==> src/rtl/dma_irq_pkg.sv <==
package dma_irq_pkg;

  typedef enum logic [3:0] {
    RD_ZERO, RD_COMB, RD_MTC, RD_MERR, RD_RTC, RD_RERR,
    RD_ENA, RD_GCFG, RD_SYNC, RD_ID
  } rdSel_t;

  typedef struct packed {
    logic   clrTc;
    logic   clrErr;
    logic   wrGcfg;
    logic   wrSync;
    logic   rdEn;
    logic   bad;
    rdSel_t rdSel;
    logic [2:0] idIdx;
  } ctrlStrb_t;

  function automatic logic [7:0] idByte(input logic [2:0] idx, input int numCh);
    case (idx)
      3'd0: idByte = (numCh == 8) ? 8'h80 : 8'h81;
      3'd1: idByte = 8'h10;
      3'd2: idByte = 8'h04;
      3'd3: idByte = 8'h0A;
      3'd4: idByte = 8'h0D;
      3'd5: idByte = 8'hF0;
      3'd6: idByte = 8'h05;
      default: idByte = 8'hB1;
    endcase
  endfunction

endpackage

==> src/rtl/dma_irq_ctrl.sv <==
module dma_irq_ctrl
  import dma_irq_pkg::*;
#(
  parameter int ADDR_W = 12
) (
  input  logic              regSel,
  input  logic              regWrite,
  input  logic [ADDR_W-1:0] regAddr,
  output ctrlStrb_t         strb
);
  localparam int WORD_W = ADDR_W - 2;
  localparam logic [WORD_W-1:0] ID_BASE = WORD_W'((1 << WORD_W) - 8);

  logic [WORD_W-1:0] wordIdx;
  logic aligned;
  logic isRd;
  logic isWr;

  assign wordIdx = regAddr[ADDR_W-1:2];
  assign aligned = (regAddr[1:0] == 2'b00);
  assign isRd    = regSel && !regWrite;
  assign isWr    = regSel && regWrite;

  always_comb begin
    strb        = '0;
    strb.rdSel  = RD_ZERO;
    strb.rdEn   = isRd;
    strb.idIdx  = regAddr[4:2];
    if (regSel) begin
      if (!aligned) begin
        strb.bad = 1'b1;
      end else if (wordIdx >= ID_BASE) begin
        strb.rdSel = RD_ID;
      end else begin
        case (wordIdx)
          WORD_W'(0):  strb.rdSel = RD_COMB;
          WORD_W'(1):  strb.rdSel = RD_MTC;
          WORD_W'(2):  strb.clrTc = isWr;
          WORD_W'(3):  strb.rdSel = RD_MERR;
          WORD_W'(4):  strb.clrErr = isWr;
          WORD_W'(5):  strb.rdSel = RD_RTC;
          WORD_W'(6):  strb.rdSel = RD_RERR;
          WORD_W'(7):  strb.rdSel = RD_ENA;
          WORD_W'(12): begin strb.rdSel = RD_GCFG; strb.wrGcfg = isWr; end
          WORD_W'(13): begin strb.rdSel = RD_SYNC; strb.wrSync = isWr; end
          default:     strb.bad = 1'b1;
        endcase
      end
    end
  end

endmodule

==> src/rtl/dma_irq_datapath.sv <==
module dma_irq_datapath
  import dma_irq_pkg::*;
#(
  parameter int NUM_CH = 8,
  parameter int GCFG_W = 3,
  parameter int SYNC_W = 16
) (
  input  logic               clk,
  input  logic               rstN,
  input  ctrlStrb_t          strb,
  input  logic [31:0]        regWdata,
  input  logic [NUM_CH-1:0]  tcSet,
  input  logic [NUM_CH-1:0]  errSet,
  input  logic [NUM_CH*32-1:0] chanConf,
  output logic [31:0]        regRdata,
  output logic               regErr,
  output logic               irq,
  output logic               ctlEnable
);
  localparam int CH_PAD   = 32 - NUM_CH;
  localparam int GCFG_PAD = 32 - GCFG_W;
  localparam int SYNC_PAD = 32 - SYNC_W;
  localparam int TC_BIT   = 15;
  localparam int ERR_BIT  = 14;

  logic [NUM_CH-1:0] tcRaw, errRaw;
  logic [NUM_CH-1:0] tcMask, errMask, enaVec;
  logic [NUM_CH-1:0] tcMsk, errMsk;
  logic [GCFG_W-1:0] gcfgQ;
  logic [SYNC_W-1:0] syncQ;
  logic [31:0]       rdMux;
  logic [NUM_CH-1:0] tcClr, errClr;

  for (genvar c = 0; c < NUM_CH; c++) begin : gMask
    assign tcMask[c]  = chanConf[c*32 + TC_BIT];
    assign errMask[c] = chanConf[c*32 + ERR_BIT];
    assign enaVec[c]  = chanConf[c*32];
  end

  assign tcMsk  = tcRaw & tcMask;
  assign errMsk = errRaw & errMask;
  assign irq    = |{tcMsk, errMsk};
  assign ctlEnable = gcfgQ[0];

  assign tcClr  = strb.clrTc  ? regWdata[NUM_CH-1:0] : '0;
  assign errClr = strb.clrErr ? regWdata[NUM_CH-1:0] : '0;

  always_ff @(posedge clk or negedge rstN) begin
    if (!rstN) begin
      tcRaw  <= '0;
      errRaw <= '0;
    end else begin
      tcRaw  <= (tcRaw & ~tcClr) | tcSet;
      errRaw <= (errRaw & ~errClr) | errSet;
    end
  end

  always_ff @(posedge clk or negedge rstN) begin
    if (!rstN) begin
      gcfgQ <= '0;
      syncQ <= '0;
    end else begin
      if (strb.wrGcfg) gcfgQ <= regWdata[GCFG_W-1:0];
      if (strb.wrSync) syncQ <= regWdata[SYNC_W-1:0];
    end
  end

  always_comb begin
    case (strb.rdSel)
      RD_COMB: rdMux = {{CH_PAD{1'b0}}, tcMsk | errMsk};
      RD_MTC:  rdMux = {{CH_PAD{1'b0}}, tcMsk};
      RD_MERR: rdMux = {{CH_PAD{1'b0}}, errMsk};
      RD_RTC:  rdMux = {{CH_PAD{1'b0}}, tcRaw};
      RD_RERR: rdMux = {{CH_PAD{1'b0}}, errRaw};
      RD_ENA:  rdMux = {{CH_PAD{1'b0}}, enaVec};
      RD_GCFG: rdMux = {{GCFG_PAD{1'b0}}, gcfgQ};
      RD_SYNC: rdMux = {{SYNC_PAD{1'b0}}, syncQ};
      RD_ID:   rdMux = {24'h0, idByte(strb.idIdx, NUM_CH)};
      default: rdMux = '0;
    endcase
  end

  always_ff @(posedge clk or negedge rstN) begin
    if (!rstN) begin
      regRdata <= '0;
      regErr   <= 1'b0;
    end else begin
      regRdata <= strb.rdEn ? rdMux : '0;
      regErr   <= strb.bad;
    end
  end

  AST_SET_WINS: assert property (@(posedge clk) disable iff (!rstN)
    (|tcSet) |=> ((tcRaw & $past(tcSet)) == $past(tcSet)));

  AST_CLR_TAKES: assert property (@(posedge clk) disable iff (!rstN)
    strb.clrTc |=> ((tcRaw & $past(regWdata[NUM_CH-1:0] & ~tcSet)) == '0));

  AST_FLAG_HOLD: assert property (@(posedge clk) disable iff (!rstN)
    (!strb.clrErr && errSet == '0) |=> $stable(errRaw));

  AST_IRQ_NEEDS_FLAG: assert property (@(posedge clk) disable iff (!rstN)
    irq |-> ((|tcRaw) || (|errRaw)));

  AST_BAD_STROBE: assert property (@(posedge clk) disable iff (!rstN)
    strb.bad |=> regErr);

  AST_IDLE_ZERO: assert property (@(posedge clk) disable iff (!rstN)
    !strb.rdEn |=> (regRdata == '0));

endmodule

==> src/rtl/dma_irq_unit.sv <==
module dma_irq_unit
  import dma_irq_pkg::*;
#(
  parameter int NUM_CH = 8,
  parameter int ADDR_W = 12,
  parameter int GCFG_W = 3,
  parameter int SYNC_W = 16
) (
  input  logic                 clk,
  input  logic                 rstN,
  input  logic                 regSel,
  input  logic                 regWrite,
  input  logic [ADDR_W-1:0]    regAddr,
  input  logic [31:0]          regWdata,
  output logic [31:0]          regRdata,
  output logic                 regErr,
  input  logic [NUM_CH-1:0]    tcSet,
  input  logic [NUM_CH-1:0]    errSet,
  input  logic [NUM_CH*32-1:0] chanConf,
  output logic                 irq,
  output logic                 ctlEnable
);
  ctrlStrb_t strb;

  dma_irq_ctrl #(.ADDR_W(ADDR_W)) ctrl_i (
    .regSel   (regSel),
    .regWrite (regWrite),
    .regAddr  (regAddr),
    .strb     (strb)
  );

  dma_irq_datapath #(
    .NUM_CH (NUM_CH),
    .GCFG_W (GCFG_W),
    .SYNC_W (SYNC_W)
  ) dp_i (
    .clk       (clk),
    .rstN      (rstN),
    .strb      (strb),
    .regWdata  (regWdata),
    .tcSet     (tcSet),
    .errSet    (errSet),
    .chanConf  (chanConf),
    .regRdata  (regRdata),
    .regErr    (regErr),
    .irq       (irq),
    .ctlEnable (ctlEnable)
  );

endmodule

==> config.mk <==
export PLATFORM = sky130hd
export DESIGN_NAME = dma_irq_unit
export DESIGN_NICKNAME = d
export VERILOG_FILES = /design/src/rtl/dma_irq_pkg.sv /design/src/rtl/dma_irq_ctrl.sv /design/src/rtl/dma_irq_datapath.sv /design/src/rtl/dma_irq_unit.sv
export SDC_FILE = /design/constraint.sdc
export NUM_CORES = 1
export LEC_CHECK = 0
export ABC_AREA = 1
export CAP_MARGIN = 20
export CORE_AREA = 2 2 138 140
export DETAILED_ROUTE_END_ITERATION = 8
export DIE_AREA = 0 0 140 142
export GPL_ROUTABILITY_DRIVEN = 0
export HOLD_SLACK_MARGIN = 0.08
export SYNTH_ARGS = -nofsm -noshare
export SYNTH_HDL_FRONTEND = slang
export SYNTH_SLANG_ARGS = --single-unit
==> constraint.sdc <==
create_clock -name clk -period 2.5 [get_ports clk]
set_clock_uncertainty 0.2 [all_clocks]
set_input_delay 0.75 -clock clk [delete_from_list [all_inputs] [get_ports clk]]
set_output_delay 0.75 -clock clk [all_outputs]
set_load 0.02 [all_outputs]
# After elaboration in Yosys (flattened, before gate mapping)
# Index checks and enable logic that the tools add are counted.
# word_totals
register_bits	68
input_bits	320
# op_classes
order_cmp	1
n_eq_ne	24
mux	19
bitwise_logic	9
reduce_logical	8
# op_table
operator	n
$pmux W16 S9	1
$pmux W8 S7	1
$eq A10 B3 Y1 const B	4
$and A8 B8 Y8	4
$pmux W4 S8	1
$or A8 B8 Y8	3
$eq A10 B2 Y1 const B	2
$eq A10 B4 Y1 const B	2
$mux W4	5
$eq A4 B3 Y1 const B	4
$mux W16	1
$mux W8	2
$not A8 Y8	2
$reduce_or A16 Y1	1
$eq A10 B1 Y1 const B	1
$ge A10 B10 Y1 const B	1
$logic_not A10 Y1	1
$reduce_or A10 Y1	1
$eq A3 B3 Y1 const B	3
$eq A4 B2 Y1 const B	2
$eq A4 B4 Y1 const B	2
$mux W1	7
$eq A3 B2 Y1 const B	2
$mux W5	1
6 further kinds	7

# Depth between registers and ports, before layout
# Gate-level depths: netlist of run 1.
# logic_depth
depth_word	9
ltp_mapped	19

# Hierarchy
# Synthesis of run 1 repeated with hierarchy kept, for this count alone.
# hier_totals
cells_unflattened	424
hier_area_um2	3195.6
# modules_own_cells
module	n_inst	cells_per_inst	area_each_um2	seq_area_each_um2
dma_irq_datapath	1	348	2786.4	1301.2
dma_irq_ctrl	1	76	409.1	0.0

# Worst setup path before layout of run 1
# OpenSTA, ideal clock, no wires.
# synth_path
kind	input -> register
from	in regAddr[2]
to	reg dp_i.regRdata[1]
setup_time_ns	0.113
arrival_time_ns	2.216
required_ns	2.187
setup_slack_ns	-0.029
path_stages	18
cell_sequence	buf_4 nor2_4 nand2_1 nand2_1 nand2_2 nand2_1 inv_1 nand3_2 nand3_2 nand2_2 inv_2 buf_6 nand3_1 nand2_1 nor2_1 nand3_1 nand2_1 inv_1
# synth_via
elab_chain_len	8
word_cells_on_any_way	32
classes_between	order compare (1); eq/ne (22); mux (7); reduce/logical (2)
# synth_rtl
element	line_no	text
start, declared	dma_irq_unit.sv:13	input logic [ADDR_W-1:0] regAddr,
parallel branches: the longest is 6 deep, another holds $ge A10 B10 Y1	n/a	
$pmux W16 S9 (*)	dma_irq_datapath.sv:69	case (strb.rdSel)
$mux W16 (*)	dma_irq_datapath.sv:88	regRdata <= strb.rdEn ? rdMux : '0;
end signal, assigned	dma_irq_datapath.sv:88	
end, declared	dma_irq_datapath.sv:15	output logic [31:0] regRdata,
# Mark *: on every way between the ends.
# A chain may end at the register's enable or synchronous reset.

# Worst setup path in the final report of run 1
# layout_path
from	in chanConf[111]
to	out irq
# layout_via
elab_chain_len	2
# layout_rtl
element	line_no	text
start, declared	dma_irq_unit.sv:19	input logic [NUM_CH*32-1:0] chanConf,
$and A8 B8 Y8	dma_irq_datapath.sv:40	assign tcMsk = tcRaw & tcMask;
$reduce_or A16 Y1	dma_irq_datapath.sv:42	assign irq = |{tcMsk, errMsk};
end, declared	dma_irq_unit.sv:20	output logic irq,
# Every way passes these cells.

==> flow_metrics.env, run 1 <==
export IMPL_grt_ovfl_total=0
export IMPL_outcome="finished, violations left"
export IMPL_cts_sinks=52
export IMPL_cp_arrival_ns=1.56
export IMPL_clk_path_buf_depth=2
export IMPL_die_h_um=142
export IMPL_area_delta_synth_final_pct=84.37
export IMPL_antenna_found_initial=1
export IMPL_die_w_um=140
export IMPL_syn_instance_count=464
export IMPL_fillers=1850
export IMPL_grt_pass1_vias=3850
export IMPL_first_pass_iters=8
export IMPL_period_needed_ns=2.510
export IMPL_finalHoldViolCount=0
export IMPL_num_vias=3748
export IMPL_layout_drive_gt1_share_pct=40.21
export IMPL_row_count=50
export IMPL_yosysMostFrequentCell="nand2_1"
export IMPL_worst_path_buf_inv=3
export IMPL_synth_top_area_share_pct=39.74
export IMPL_cp_max_fo=2
export IMPL_drc_errors=8
export IMPL_setup_slack_ns=-0.01048
export IMPL_async_flop_share_pct=100.0
export IMPL_crit_slowest_cell="nor4_4"
export IMPL_report_final_slew_viol_count=0
export IMPL_place_ws_ns=-0.8662
export IMPL_cts_buffers=5
export IMPL_dp_cells=852
export IMPL_dieArea_sq_um=19880
export IMPL_critPathKind="in -> out"
export IMPL_grt_setup_unrepaired="yes"
export IMPL_hold_class="in -> async"
export IMPL_grt_max_degree=36
export IMPL_synth_compound_area_share_pct=5.617
export IMPL_layout_cells_non_filler=910
export IMPL_reg2reg_depth=18
export IMPL_fmax_mhz=398.3
export IMPL_power_density_nw_per_um2=340.4
export IMPL_initial_core_util_pct=17.74
export IMPL_nets=993
export IMPL_cts_tree="built"
export IMPL_ys_seq_area_share_pct=39.74
export IMPL_ys_types=25
export IMPL_yosys_area_top_type="dfrtp_1"
export IMPL_peakVddDrop_mv=0.2024
export IMPL_drv_cap=0
export IMPL_totalWireLength_um=13040
export IMPL_synthMuxAreaShare_pct=2.751
export IMPL_synth_area_top_cells="dfrtp_1 40%, nand2_1 15%, inv_1 7.2%"
export IMPL_setup_viol=1
export IMPL_ys_ff_latch=52
export IMPL_htree_levels=2
export IMPL_multi_input_area_sq_um=2017
export IMPL_dp_hpwl_um=9583
export IMPL_path_cells="buf_8, nand2_4, nand2_4, nor4_4, buf_4, nand2_2, buf_6"
export IMPL_synthAdderAreaFrac_pct=0
export IMPL_leakage_nw=3.001
export IMPL_finalCritPeriodShare_pct=100.4
export IMPL_critical_path_top_delay_family="simple AND/OR/NAND/NOR gates"
export IMPL_post_synth_instance_area_sq_um=3274
export IMPL_worstSetupPathDepth=7
export IMPL_drtIter0Drc=164
export IMPL_cpMostUsedCell="nand2_4"
export IMPL_reg2reg_slack_ns=0.17
export IMPL_port_buffers=90
export IMPL_avgSynthCellArea_sq_um=7.057
export IMPL_seq_area_sq_um=1301
export IMPL_detail_route_wl_per_cell_um=14.33
export IMPL_grt_pass1_wl_um=20270
export IMPL_synth_edff_count=0
export IMPL_synth_top_family_by_area="simple AND/OR/NAND/NOR gates"
export IMPL_clkSlewWorstSetupHoldPaths_ns=0.08
export IMPL_start_kind="primary input"
export IMPL_cpPeakStageDelay_ns=0.25
export IMPL_io_pin_count=355
export IMPL_required_ns=1.55
export IMPL_clkLatencyLatePin_ns=0.31
export IMPL_synthXorXnorAreaFrac_pct=0
export IMPL_ys_top_cells_by_count="130 x nand2_1, 63 x inv_1, 52 x dfrtp_1"
export IMPL_synth_warnings=0
export IMPL_track_usage_pct=13.08
export IMPL_critical_path_endpoint_type="output pin"
export IMPL_synth_top_flop_cell="dfrtp_1"
export IMPL_core_area_sq_um=18460
export IMPL_ant_nets=0
export IMPL_cts_root_buffer="clkbuf_16"
export IMPL_violations="design-rule violations, negative setup slack"
export IMPL_viasPerCell=4.119
export IMPL_synth_simple_area_share_pct=38.21
[per-layer routing]
layer  share of wire (%)  vias up  routed length (um)  GRT usage [%]
met5                   0        -                   0              0
met4                 1.6        0                 211          3.934
met2                  48      123                6253          21.49
li1                    -     1863                   -              -
met3                 6.7       17                 869          3.600
met1                  44     1745                5707          16.85
[metrics by stage]
stage	util (%)	setup TNS [ns]	total power [mW]	cell area (sq um)	hold slack, ns
detailed placement	27.04	-26.03	1.137	4990	0.2742
global placement	27.04	-24.69	1.138	4990	0.2684
finish	32.71	-0.01048	2.055	6037	0.1773
global route	32.68	-0.2010	2.131	6032	0.2096
CTS	31.15	-0.02514	2.040	5749	0.1937
floorplan	-	0	0.9541	3346	0.2530
[logic make-up (layout without fill, tap and decap cells)]
| kind of cell | Yosys count | after routing |
|---|---|---|
| AO/OA/AOI/OAI | 33 | 33 |
| buffers and inverters | 97 | 292 |
| flip-flops | 52 | 52 |
| multiplexers | 8 | 8 |
| other | 1 | 18 |
| AND/OR/NAND/NOR | 273 | 273 |
[repair_timing]
action	in CTS	in global routing
setup endpoints to repair	47	16
hold buffers	0	0
pin swaps	59	59
gates cloned	0	1
gates resized for setup	167	88
buffers inserted	48	7
[path summary, 6_finish.rpt]
| kind | from | endpoint |
|---|---|---|
| setup / recovery | chanConf[111] | irq |
| hold / removal | rstN | dp_i.regRdata[1] |
| setup reg to reg | dp_i.tcRaw[2] | dp_i.regRdata[2] |
| hold reg to reg | dp_i.syncQ[7] | dp_i.syncQ[7] |
| max in group asynchronous | rstN | dp_i.regRdata[0] |
| min in group clk | dp_i.syncQ[7] | dp_i.syncQ[7] |
[layout make-up]
| class | instances | area share, % |
|---|---|---|
| clock buffer | 6 | 2.301 |
| multi-input combinational | 330 | 33.41 |
| clock inverter | 2 | 0.6425 |
| inverter | 69 | 4.415 |
| sequential | 52 | 21.55 |
| antenna | 2 | 0.08290 |
| tap | 234 | 4.850 |
| timing repair buffer | 215 | 32.75 |
[sequential cells by signal, summed over array words and instances, names as in the netlist]
signal and flops:
dp_i.syncQ 16, dp_i.errRaw 8, dp_i.regErr 1, dp_i.gcfgQ 3, dp_i.tcRaw 8, dp_i.regRdata 16
[report_power, final]
group	switching [mW]	internal (mW)	total, mW
Sequential	0.000682	0.842	0.843
Clock	0.344	0.503	0.846
Combinational	0.167	0.199	0.366
Total	0.511	1.54	2.06
[placed cells by master, fill, tap and decap left out, drive strengths merged]
master,count
buf,146
inv,69
clkbuf,7
a31oi,1
nand4,24
o21bai,1
diode,2
clkdlybuf4s50,59
dlymetal6s2s,1
nand3,46
nor3b,1
nor4,2
dlygate4sd2,8
nor3,4
a21oi,5
o21ai,26
conb,16
clkinv,1
nor2,59
dfrtp,52
nand2,133
bufinv,1
mux2,8
nand3b,4
No activity file was read; power rests on OpenSTA's default activity.
==> run 2, diff against run 1 <==
--- a/config.mk
+++ b/config.mk
@@ -6,11 +6,13 @@
 export NUM_CORES = 1
 export LEC_CHECK = 0
 export ABC_AREA = 1
+export ABC_CLOCK_PERIOD_IN_PS = 2500
 export CAP_MARGIN = 20
 export CORE_AREA = 2 2 138 140
 export DETAILED_ROUTE_END_ITERATION = 8
 export DIE_AREA = 0 0 140 142
 export GPL_ROUTABILITY_DRIVEN = 0
+export GPL_TIMING_DRIVEN = 0
 export HOLD_SLACK_MARGIN = 0.08
 export SYNTH_ARGS = -nofsm -noshare
 export SYNTH_HDL_FRONTEND = slang
==> flow_metrics.env, run 2 (synthesis results as in run 1) <==
export IMPL_dp_hpwl_um=9118
export IMPL_layout_cells_non_filler=899
export IMPL_viasPerCell=4.308
export IMPL_reg2reg_slack_ns=0.10
export IMPL_cts_root_buffer="clkbuf_16"
export IMPL_grt_ovfl_total=0
export IMPL_initial_core_util_pct=17.74
export IMPL_die_h_um=142
export IMPL_totalWireLength_um=13480
export IMPL_power_density_nw_per_um2=348.4
export IMPL_die_w_um=140
export IMPL_cts_sinks=52
export IMPL_cts_tree="built"
export IMPL_slew_headroom_pct=65.82
export IMPL_critPathKind="in -> reg"
export IMPL_nets=983
export IMPL_required_ns=2.53
export IMPL_violations="design-rule violations, negative setup slack"
export IMPL_dieArea_sq_um=19880
export IMPL_drtIter0Drc=355
export IMPL_antenna_found_initial=1
export IMPL_clkSlewWorstSetupHoldPaths_ns=0.07
export IMPL_final_common_cell="buf_4"
export IMPL_leakage_nw=2.886
export IMPL_cp_max_fo=8
export IMPL_setup_slack_ns=-0.04654
export IMPL_reg2reg_depth=18
export IMPL_r2r_start="dp_i.errRaw[6]"
export IMPL_io_pin_count=355
export IMPL_placed_area_sq_um=4544
export IMPL_finalHoldViolCount=0
export IMPL_worstMarginPinSlew_ns=0.5126
export IMPL_drc_errors=8
export IMPL_hold_class="in -> async"
export IMPL_start_kind="primary input"
export IMPL_grt_pass1_wl_um=20550
export IMPL_area_delta_synth_final_pct=77.68
export IMPL_core_area_sq_um=18460
export IMPL_grt_max_degree=33
export IMPL_r2r_end="dp_i.regRdata[6]"
export IMPL_reg_top3="dp_i.regRdata x16, dp_i.syncQ x16"
export IMPL_detail_route_wl_per_cell_um=15.00
export IMPL_num_vias=3873
export IMPL_outcome="finished, violations left"
export IMPL_drv_cap=0
export IMPL_cts_buffers=5
export IMPL_fmax_mhz=392.7
export IMPL_htree_levels=2
export IMPL_design_area_sq_um=5818
export IMPL_report_final_slew_viol_count=0
export IMPL_clk_path_buf_depth=2
export IMPL_layout_drive_gt1_share_pct=36.45
export IMPL_cp_arrival_ns=2.58
export IMPL_dp_cells=803
export IMPL_row_count=50
export IMPL_first_pass_iters=7
export IMPL_finalCritPeriodShare_pct=101.9
export IMPL_ant_nets=0
export IMPL_track_usage_pct=13.14
export IMPL_grt_setup_unrepaired="yes"
export IMPL_cts_hold_buf=0
export IMPL_setup_viol=9
export IMPL_peakVddDrop_mv=0.3356
export IMPL_grt_pass1_vias=3861
export IMPL_layout_common_cells="103 x buf_4, 100 x nand2_1, 59 x clkdlybuf4s50_1"
export IMPL_clkLatencyLatePin_ns=0.30
export IMPL_port_buffers=89
export IMPL_period_needed_ns=2.547
export IMPL_final_setup_tns_ns=-0.2018
export IMPL_critical_path_endpoint_type="register"
run 2: layout make-up:
class,instances,area (sq um)
diodes,1,2.502
plain buffers,28,216.5
clock buffers,5,125.1
clock inverters,3,46.29
fillers,1878,12640
inverters,69,264.0
multi-input cells,330,1971
flip-flops and latches,52,1301
well taps,234,292.8
repair buffers,177,1599
run 2: through the flow:
stage	util [%]	hold slack [ns]	worst slack [ns]	total power [mW]
floorplan	-	0.2530	0.009329	0.9541
finish	31.53	0.2173	-0.04654	2.027
detailed placement	24.62	0.2738	-1.154	1.118
global route	31.51	0.2466	-0.1954	2.100
global placement	24.54	0.2687	-1.304	1.116
CTS	30.33	0.2325	0.0003050	2.015
run 2: per-layer routing:
layer	up-vias	wire [um]	global-route usage (%)
li1	1841	-	-
met5	-	0	0
met3	32	1153	3.970
met4	0	265	3.402
met1	1826	5701	16.90
met2	174	6362	21.62
run 2: repair_timing:
action / in CTS / in global routing
pin swaps: 52 / 38
gates cloned: 1 / 0
setup endpoints to repair: 50 / 24
setup buffers: 78 / 8
gates resized for setup: 181 / 50
run 2: worst max path at each step:
stage,from,endpoint,slack [ns],cells past startpoint
finish,regAddr[8],dp_i.regRdata[6],-0.05,17
CTS,chanConf[14],irq,0.0003,6
floorplan,regAddr[2],dp_i.regRdata[1],0.009,18
detailed placement,regAddr[10],dp_i.regRdata[7],-1.15,9
global placement,rstN,dp_i.regRdata[12],-1.30,1
global route,regAddr[8],dp_i.regRdata[6],-0.20,17
run 2: worst max-delay path: stages:
cell     delay, ns
buf_6         0.10
nor2_4        0.22
nand2_4       0.10
nor2_4        0.14
nand2_4       0.08
nand2_2       0.06
inv_2         0.05
nand3_4       0.11
nand3_4       0.14
buf_6         0.16
nor2_4        0.19
nand2_1       0.08
nor2_1        0.13
nor2_1        0.06
nand3_1       0.08
nand2_1       0.07
inv_1         0.06
run 2: report_power, final:
part | switching [mW] | internal [mW] | total [mW] | leakage (nW)
Clock | 0.335 | 0.477 | 0.812 | 0.0804
Sequential | 0.000669 | 0.842 | 0.843 | 0.641
Combinational | 0.171 | 0.202 | 0.373 | 2.16
Total | 0.507 | 1.52 | 2.03 | 2.89
==> run 3, diff against run 2 <==
--- a/config.mk
+++ b/config.mk
@@ -6,7 +6,6 @@
 export NUM_CORES = 1
 export LEC_CHECK = 0
 export ABC_AREA = 1
-export ABC_CLOCK_PERIOD_IN_PS = 2500
 export CAP_MARGIN = 20
 export CORE_AREA = 2 2 138 140
 export DETAILED_ROUTE_END_ITERATION = 8
==> constraint.sdc (replaced) <==
create_clock -name clk -period 3.18 [get_ports clk]
set_clock_uncertainty 0.2 [all_clocks]
set_input_delay 0.954 -clock clk [delete_from_list [all_inputs] [get_ports clk]]
set_output_delay 0.954 -clock clk [all_outputs]
set_load 0.02 [all_outputs]
==> flow_metrics.env, run 3 (synthesis results as in run 1) <==
export IMPL_drtIter0Drc=232
export IMPL_report_final_slew_viol_count=0
export IMPL_drv_cap=0
export IMPL_die_w_um=140
export IMPL_antenna_found_initial=1
export IMPL_cts_buffers=5
export IMPL_layout_common_cells="115 x nand2_1, 68 x clkdlybuf4s50_1, 62 x inv_1"
export IMPL_place_ws_ns=-0.6662
export IMPL_nets=907
export IMPL_period_needed_ns=3.104
export IMPL_drc_errors=6
export IMPL_start_kind="primary input"
export IMPL_grt_busiest_layer="met2"
export IMPL_p_comb_share_pct=13.5
export IMPL_swShare_pct=22.77
export IMPL_port_buffers=89
export IMPL_ant_nets=0
export IMPL_final_util_pct=27.40
export IMPL_violations="design-rule violations"
export IMPL_cts_sinks=52
export IMPL_setup_viol=0
export IMPL_grt_pass1_vias=3340
export IMPL_dieArea_sq_um=19880
export IMPL_die_h_um=142
export IMPL_clkSlewWorstSetupHoldPaths_ns=0.07
export IMPL_layout_drive_gt1_share_pct=19.90
export IMPL_initial_core_util_pct=17.74
export IMPL_totalWireLength_um=11640
export IMPL_cp_max_fo=10
export IMPL_clk_path_buf_depth=2
export IMPL_track_usage_pct=11.66
export IMPL_gr_usage_met3_pct=3.567
export IMPL_leakage_nw=2.545
export IMPL_finalHoldViolCount=0
export IMPL_met1_usage_pct=16.03
export IMPL_htree_levels=2
export IMPL_clkLatencyLatePin_ns=0.30
export IMPL_grt_use_met2_pct=18.69
export IMPL_cts_tree="built"
export IMPL_switching_power_mw=0.3609
export IMPL_total_power_mw=1.585
export IMPL_p_seq_share_pct=41.8
export IMPL_p_int_mw=1.224
export IMPL_grt_setup_unrepaired="no"
export IMPL_power_density_nw_per_um2=313.5
export IMPL_setup_slack_ns=0.07565
export IMPL_fmax_mhz=322.1
export IMPL_hold_class="reg -> reg"
export IMPL_grt_ovfl_total=0
export IMPL_critical_path_endpoint_type="register"
export IMPL_critPathKind="in -> reg"
export IMPL_cp_arrival_ns=3.08
export IMPL_num_vias=3388
export IMPL_pwr_share_clk_pct=44.7
export IMPL_grt_max_degree=36
export IMPL_detail_route_wl_per_cell_um=14.13
export IMPL_row_count=50
export IMPL_io_pin_count=355
export IMPL_first_pass_iters=7
export IMPL_finalCritPeriodShare_pct=97.62
export IMPL_dp_hpwl_um=9158
export IMPL_grt_pass1_wl_um=18230
export IMPL_viasPerCell=4.112
export IMPL_peakVddDrop_mv=0.2046
export IMPL_reg_top3="dp_i.regRdata x16, dp_i.syncQ x16"
export IMPL_area_delta_synth_final_pct=54.41
export IMPL_required_ns=3.15
export IMPL_outcome="finished, violations left"
export IMPL_cts_root_buffer="clkbuf_16"
export IMPL_core_area_sq_um=18460
export IMPL_final_common_cell="nand2_1"
[run 3: changes by cell type in the layout (fill, tap and decap cells not counted), moves of 7 or more]
cell,previous run,this run
buf_4,103,29
buf_6,16,3
clkdlybuf4s50_1,59,68
dlymetal6s2s_1,0,16
nand2_1,100,115
nand2_4,12,2
nand3_1,32,39
[run 3: layout make-up]
class	count	area, sq um
sequential	52	1301
multi-input combinational	330	1783
clock buffer	5	125.1
buffer	28	198.9
inverter	69	259.0
tap	234	292.8
fill	1994	13400
antenna	2	5.005
timing repair buffer	101	1022
clock inverter	3	68.82
[run 3: final timing paths]
path	startpoint	endpoint	slack [ns]	cells past startpoint
max	regAddr[1]	dp_i.syncQ[11]	0.08	7
min	dp_i.gcfgQ[2]	dp_i.gcfgQ[2]	0.29	2
max reg2reg	dp_i.errRaw[3]	dp_i.regRdata[3]	1.79	9
min reg2reg	dp_i.gcfgQ[2]	dp_i.gcfgQ[2]	0.29	2
max in group asynchronous	rstN	dp_i.syncQ[11]	1.84	2
min in group asynchronous	rstN	dp_i.errRaw[3]	0.39	1
[run 3: per-layer routing]
| metal | up-vias | share of wire [%] |
|---|---|---|
| li1 | 1686 | - |
| met1 | 1558 | 47 |
| met2 | 130 | 44 |
| met3 | 12 | 8.2 |
| met4 | 2 | 0.86 |
| met5 | - | 0.10 |
[run 3: power groups by stage]
stage | Sequential, mW | Combinational (mW) | Clock [mW]
4_1_cts | 0.662 | 0.208 | 0.724
5_1_grt | 0.662 | 0.234 | 0.752
2_1_floorplan | 0.677 | 0.0730 | 0
3_5_place_dp | 0.675 | 0.202 | 0
3_3_place_gp | 0.676 | 0.200 | 0
6_report | 0.662 | 0.214 | 0.709
[run 3: timing repair]
item | 4_1_cts | 5_1_grt
pin swaps | 4 | 14
endpoints found under the setup margin | 29 | 18
gates resized for setup | 22 | 62
setup buffers | 5 | 6
hold buffers | 0 | 0
[run 3: critical path, cell delays in order]
cell             delay (ns)
clkdlybuf4s50_1        0.42
nor2_2                 0.33
nand2_2                0.21
nor3b_2                0.31
nand4_1                0.26
buf_2                  0.30
mux2_2                 0.30
[run 3: stage by stage]
step	cells	TNS, ns	hold WS (ns)	area, sq um
finish	824	0	0.2902	5056
global route	822	0	0.2996	5051
CTS	816	-0.1802	0.2915	4810
detailed placement	803	-17.48	0.2734	4529
global placement	802	-55.59	0.2669	4514
floorplan	479	0	0.2530	3331
